--- config.mk ---
export PLATFORM = sky130hd
export DESIGN_NAME = irq_msg_aggregator
export DESIGN_NICKNAME = d
export VERILOG_FILES = /design/src/rtl/irq_pkg.sv /design/src/rtl/irq_sync_edge.sv /design/src/rtl/irq_regfile.sv /design/src/rtl/irq_msg_ctrl.sv /design/src/rtl/irq_msg_aggregator.sv
export SDC_FILE = /design/constraint.sdc
export NUM_CORES = 1
export LEC_CHECK = 0
export ABC_AREA = 0
export BUFFER_PORTS_ARGS = -buffer_cell sky130_fd_sc_hd__buf_2
export CAP_MARGIN = 20
export CORE_MARGIN = 2
export CORE_UTILIZATION = 52
export DETAILED_ROUTE_END_ITERATION = 10
export MAX_ROUTING_LAYER = met4
export PLACE_DENSITY = 0.79
export SETUP_SLACK_MARGIN = 0.2
export SLEW_MARGIN = 30
export SYNTH_ARGS = -nofsm -noshare
export SYNTH_HDL_FRONTEND = slang
export SYNTH_HIERARCHICAL = 1
export SYNTH_SLANG_ARGS = --single-unit
--- constraint.sdc ---
create_clock -name clk_i -period 2.5 [get_ports clk_i]
set_input_delay 0.125 -clock clk_i [delete_from_list [all_inputs] [get_ports clk_i]]
set_output_delay 0.125 -clock clk_i [all_outputs]
set_load 0.02 [all_outputs]
--- src/rtl/irq_pkg.sv ---
package irq_pkg;
  typedef enum logic [2:0] {
    IDX_TARGET = 3'd0,
    IDX_MASK   = 3'd1,
    IDX_CLAIM  = 3'd2,
    IDX_PACK   = 3'd3,
    IDX_LEVEL  = 3'd4
  } reg_idx_e;
endpackage

--- src/rtl/irq_sync_edge.sv ---
module irq_sync_edge #(
  parameter int N = 11
) (
  input  logic         clk_i,
  input  logic         rst_ni,
  input  logic [N-1:0] line_i,
  output logic [N-1:0] level_o,
  output logic [N-1:0] change_o
);
  for (genvar g = 0; g < N; g++) begin : g_line
    logic s1_q, s2_q, prev_q;
    always_ff @(posedge clk_i or negedge rst_ni) begin
      if (!rst_ni) begin
        s1_q   <= 1'b0;
        s2_q   <= 1'b0;
        prev_q <= 1'b0;
      end else begin
        s1_q   <= line_i[g];
        s2_q   <= s1_q;
        prev_q <= s2_q;
      end
    end
    assign level_o[g]  = s2_q;
    assign change_o[g] = s2_q ^ prev_q;
  end
endmodule

--- src/rtl/irq_regfile.sv ---
module irq_regfile
  import irq_pkg::*;
#(
  parameter int          N    = 11,
  parameter logic [N-1:0] IMPL = 11'h5FF,
  parameter int          DW   = 32,
  parameter int          IW   = 3
) (
  input  logic          clk_i,
  input  logic          rst_ni,
  input  logic          req_i,
  input  logic          we_i,
  input  logic [IW-1:0] idx_i,
  input  logic [DW-1:0] wdata_i,
  output logic [DW-1:0] rdata_o,
  input  logic [N-1:0]  change_i,
  input  logic [N-1:0]  level_i,
  output logic [DW-1:0] target_o,
  output logic [N-1:0]  mask_o,
  output logic [N-1:0]  pend_o,
  output logic          event_o
);
  logic [DW-1:0] target_q;
  logic [N-1:0]  mask_q, pend_q, set_w, clr_w, vis_w;
  logic          rd_w, wr_w;

  assign rd_w  = req_i & ~we_i;
  assign wr_w  = req_i & we_i;
  assign vis_w = pend_q & IMPL;
  assign set_w = change_i & mask_q & IMPL;

  always_comb begin
    clr_w = '0;
    if (rd_w && (idx_i == IDX_CLAIM || idx_i == IDX_PACK)) clr_w = vis_w;
    if (wr_w && idx_i == IDX_PACK) clr_w = wdata_i[N-1:0];
  end

  always_ff @(posedge clk_i or negedge rst_ni) begin
    if (!rst_ni) begin
      target_q <= '0;
      mask_q   <= '0;
      pend_q   <= '0;
    end else begin
      if (wr_w && idx_i == IDX_TARGET) target_q <= wdata_i;
      if (wr_w && idx_i == IDX_MASK)   mask_q   <= wdata_i[N-1:0];
      pend_q <= (pend_q & ~clr_w) | set_w;  // a new change wins over a clear
    end
  end

  always_comb begin
    rdata_o = '0;
    if (rd_w) begin
      case (idx_i)
        IDX_TARGET:          rdata_o = target_q;
        IDX_MASK:            rdata_o[N-1:0] = mask_q;
        IDX_CLAIM, IDX_PACK: rdata_o[N-1:0] = vis_w;
        IDX_LEVEL:           rdata_o[N-1:0] = level_i;
        default:             rdata_o = '0;
      endcase
    end
  end

  assign target_o = target_q;
  assign mask_o   = mask_q;
  assign pend_o   = pend_q;
  assign event_o  = |set_w;
endmodule

--- src/rtl/irq_msg_ctrl.sv ---
module irq_msg_ctrl #(
  parameter int DW     = 32,
  parameter int DATA_W = 5
) (
  input  logic          clk_i,
  input  logic          rst_ni,
  input  logic [DW-1:0] target_i,
  input  logic          event_i,
  input  logic          ack_i,
  output logic          req_o,
  output logic [DW-1:0] addr_o,
  output logic [DW-1:0] data_o,
  output logic          deferred_o
);
  localparam logic [DW-1:0] DMASK = DW'((64'd1 << DATA_W) - 64'd1);

  logic          req_q, defer_q, launch_w;
  logic [DW-1:0] addr_q, data_q;

  assign launch_w = ~req_q & (event_i | defer_q);

  always_ff @(posedge clk_i or negedge rst_ni) begin
    if (!rst_ni) begin
      req_q   <= 1'b0;
      defer_q <= 1'b0;
      addr_q  <= '0;
      data_q  <= '0;
    end else begin
      if (launch_w) begin
        req_q   <= 1'b1;
        defer_q <= 1'b0;
        addr_q  <= target_i & ~DMASK;
        data_q  <= target_i & DMASK;
      end else if (req_q) begin
        if (ack_i) req_q <= 1'b0;
        if (event_i) defer_q <= 1'b1;  // merge into one follow-up message
      end
    end
  end

  assign req_o      = req_q;
  assign addr_o     = addr_q;
  assign data_o     = data_q;
  assign deferred_o = defer_q;
endmodule

--- src/rtl/irq_msg_aggregator.sv ---
module irq_msg_aggregator #(
  parameter int           N      = 11,
  parameter logic [N-1:0] IMPL   = 11'h5FF,
  parameter int           DW     = 32,
  parameter int           IW     = 3,
  parameter int           DATA_W = 5
) (
  input  logic          clk_i,
  input  logic          rst_ni,
  input  logic [N-1:0]  irq_lines_i,
  input  logic          reg_req_i,
  input  logic          reg_we_i,
  input  logic [IW-1:0] reg_idx_i,
  input  logic [DW-1:0] reg_wdata_i,
  output logic [DW-1:0] reg_rdata_o,
  output logic          msg_req_o,
  output logic [DW-1:0] msg_addr_o,
  output logic [DW-1:0] msg_data_o,
  input  logic          msg_ack_i
);
  logic [N-1:0]  level_w, change_w, mask_w, pend_w;
  logic [DW-1:0] target_w;
  logic          event_w, deferred_w;

  irq_sync_edge #(.N(N)) u_sync (
    .clk_i, .rst_ni, .line_i(irq_lines_i), .level_o(level_w), .change_o(change_w)
  );

  irq_regfile #(.N(N), .IMPL(IMPL), .DW(DW), .IW(IW)) u_regs (
    .clk_i, .rst_ni, .req_i(reg_req_i), .we_i(reg_we_i), .idx_i(reg_idx_i),
    .wdata_i(reg_wdata_i), .rdata_o(reg_rdata_o), .change_i(change_w),
    .level_i(level_w), .target_o(target_w), .mask_o(mask_w), .pend_o(pend_w),
    .event_o(event_w)
  );

  irq_msg_ctrl #(.DW(DW), .DATA_W(DATA_W)) u_msg (
    .clk_i, .rst_ni, .target_i(target_w), .event_i(event_w), .ack_i(msg_ack_i),
    .req_o(msg_req_o), .addr_o(msg_addr_o), .data_o(msg_data_o),
    .deferred_o(deferred_w)
  );
endmodule

==> results.toml <==
[timing]
tightest_slew_ns = 0.6425
slew_viol_final = 0
slew-limit-headroom = 0.5717
post-route-period-util = 0.8580
finalWorstSetupSlack_ns = 0.3551
hold_viol = 0
rsz0062_at_grt = "false"
setup_tns_ns = 0
fin_crit_ns = 2.145
setup_viol = 0
finClkSkew_ns = 0.01131
max_freq_mhz = 466.2

[detailed_routing]
dr_wl_met3_um = 711
wl_um = 11700
drtIter0Drc = 247
antenna_left = 0
dr.max_layer_used = "met4"
wire_per_inst_um = 16.74
remaining_drc_errors = 0
vias_per_cell = 5.021
wl_met1_um = 4735
wl_met2_um = 6104
firstDrtPassIters = 5
vias = 3510

[pwr]
powerDensity_nw_per_um2 = 986.4
switchingPower_mw = 1.948
clkPwrFrac = 0.346
ir_drop_uv = 566.7
seqPwrFrac = 0.408
p_leak_nw = 3.349
p_sw_frac = 0.2895
combPwrFrac = 0.246
p_int_mw = 4.780

[hold_path]
hold_path_class = "input port to flip-flop"

[floorplanning]
start_util = 0.5366
core_area_um2 = 9819
die_area_um2 = 10950
die_w_um = 104.7
num_rows = 36
boundaryPins = 148
fp.dieH_um = 104.7

[worst_setup_path]
crit_buf_inv = 1
worstPathMaxFanout = 24
start_kind = "flip-flop"
cp_data_arrival_time_ns = 2.54
crit_family = "simple AND/OR/NAND/NOR gates"
path_class = "flip-flop to flip-flop"
worstPathRequired_ns = 2.89
critical-path-max-stage-delay_ns = 0.41
ff2ff_setup_slack_ns = 0.36
end_kind = "flip-flop"
crit_chain = "xor2_1 -> a22oi_1 -> and4_1 -> nand4b_1 -> o21bai_4 -> buf_12 -> mux2_2"
crit_slowest_cell = "dfrtp_1"

[global_route]
antenna_found_initial = 0
grt_pass1_wl_um = 19180
grt_max_degree = 120
grtUsageTotal = 0.2339
grt_overflow = 0
grt_pass1_vias = 3700

[synth]
synthesis.area_um2 = 5269
ys.warnings.count = 6
avgSynthCellArea_um2 = 13.44
netlist_instances = 392

[placement]
hpwl_um = 7346
dpl.cell_count = 622
portBuffers = 115
place.gp.congestion = 0.7855
post-place-ws_ns = 0.4145
place_area_um2 = 5801

[clocking]
cts_root_buffer = "clkbuf_8"
clk_path_buf_depth = 2
clkLatencyLatePin_ns = 0.51
cts_tree = "done"
cts_setup_buffers = 0
htreeDepth = 4
cts_buffers = 17
clkTransAtPathRegs_ns = 0.06
hold_buffers = 45
cts_sinks = 119
ctsResizeCount = 0

[finish]
fin_area_um2 = 6822
num-fill-cells = 678
final_cells = 699
nets = 604
drive_gt1_frac = 0.4276
area_delta_synth_final_pct = 29.47
multi_input_area_um2 = 1963
final_util = 0.6947
diodes = 0
final-seq-area_um2 = 2978

[run_status]
status = "finished, final reports clean"

[flow_run]
max_cap_viol_count = 0
## cells in the final DEF (no fill, tap or decap), types with 2 or more instances in the layout
cell / n
buf_4: 11
mux2_1: 2
conb_1: 32
and2_1: 21
nor2_1: 2
clkbuf_1: 4
mux2_4: 30
buf_12: 2
clkinv_2: 6
dlygate4sd3_1: 45
buf_2: 114
mux2_2: 53
clkbuf_16: 16
nand4b_1: 2
nand2b_1: 2
clkbuf_8: 2
xor2_1: 10
nand2_1: 42
a22oi_1: 12
a21oi_1: 11
dfrtp_1: 119
nor3_1: 2
o21a_1: 2
bufinv_16: 3
o211ai_1: 10
## sequential cells by signal, indices dropped and copies added (netlist names)
register / flops
u_msg/data_o: 5
u_sync/g_line.s1_q: 11
u_msg/deferred_o: 1
u_regs/target_o: 32
u_msg/addr_o: 27
u_regs/pend_o: 10
u_msg/req_o: 1
u_sync/g_line.s2_q: 11
u_sync/g_line.prev_q: 10
u_regs/mask_o: 11
## metal layers
layer  track usage  up-vias
met5             -        -
met4       0.06857        0
met3       0.06488       20
met2        0.3903      169
met1        0.2793     1734
li1              -     1587
## metrics by stage
stage / total power, mW / hold WS [ns]
after floorplan: 3.866 / -0.1706
after global placement: 4.290 / 0.2330
after detailed placement: 4.365 / 0.2343
after CTS: 6.781 / 0.1066
after global routing: 7.040 / 0.1380
final: 6.729 / 0.1431
## power by group through the flow
stage	combinational, mW	clock (mW)	sequential [mW]
after floorplan	0.871	0	2.99
after global placement	1.55	0	2.74
after detailed placement	1.60	0	2.76
after CTS	1.66	2.37	2.75
after global routing	1.76	2.47	2.80
final	1.65	2.33	2.75
## area by class of cell
cell class,count,share of cell area
clock buffer,22,0.06493
clock inverter,10,0.01871
multi-input combinational,243,0.2878
sequential,119,0.4365
tap,133,0.02439
timing repair buffer,172,0.1676
## worst reg2reg max path, stage by stage, from the launching register on
cell      delay, ns
dfrtp_1        0.41
xor2_1         0.17
a22oi_1        0.18
and4_1         0.23
nand4b_1       0.22
o21bai_4       0.22
buf_12         0.23
mux2_2         0.37
## final timing paths
path                                       start                    end  depth (start not counted)
max                        u_sync/g_line[2].s2_q       u_msg/addr_o[26]                          7
min                                 reg_idx_i[1]       u_regs/pend_o[1]                          4
max reg2reg                u_sync/g_line[2].s2_q       u_msg/addr_o[26]                          7
min reg2reg                u_sync/g_line[3].s1_q  u_sync/g_line[3].s2_q                          0
max in group asynchronous                 rst_ni     u_regs/target_o[9]                          3
min in group asynchronous                 rst_ni  u_sync/g_line[3].s1_q                          3
Power figures use the tool's default switching activity.
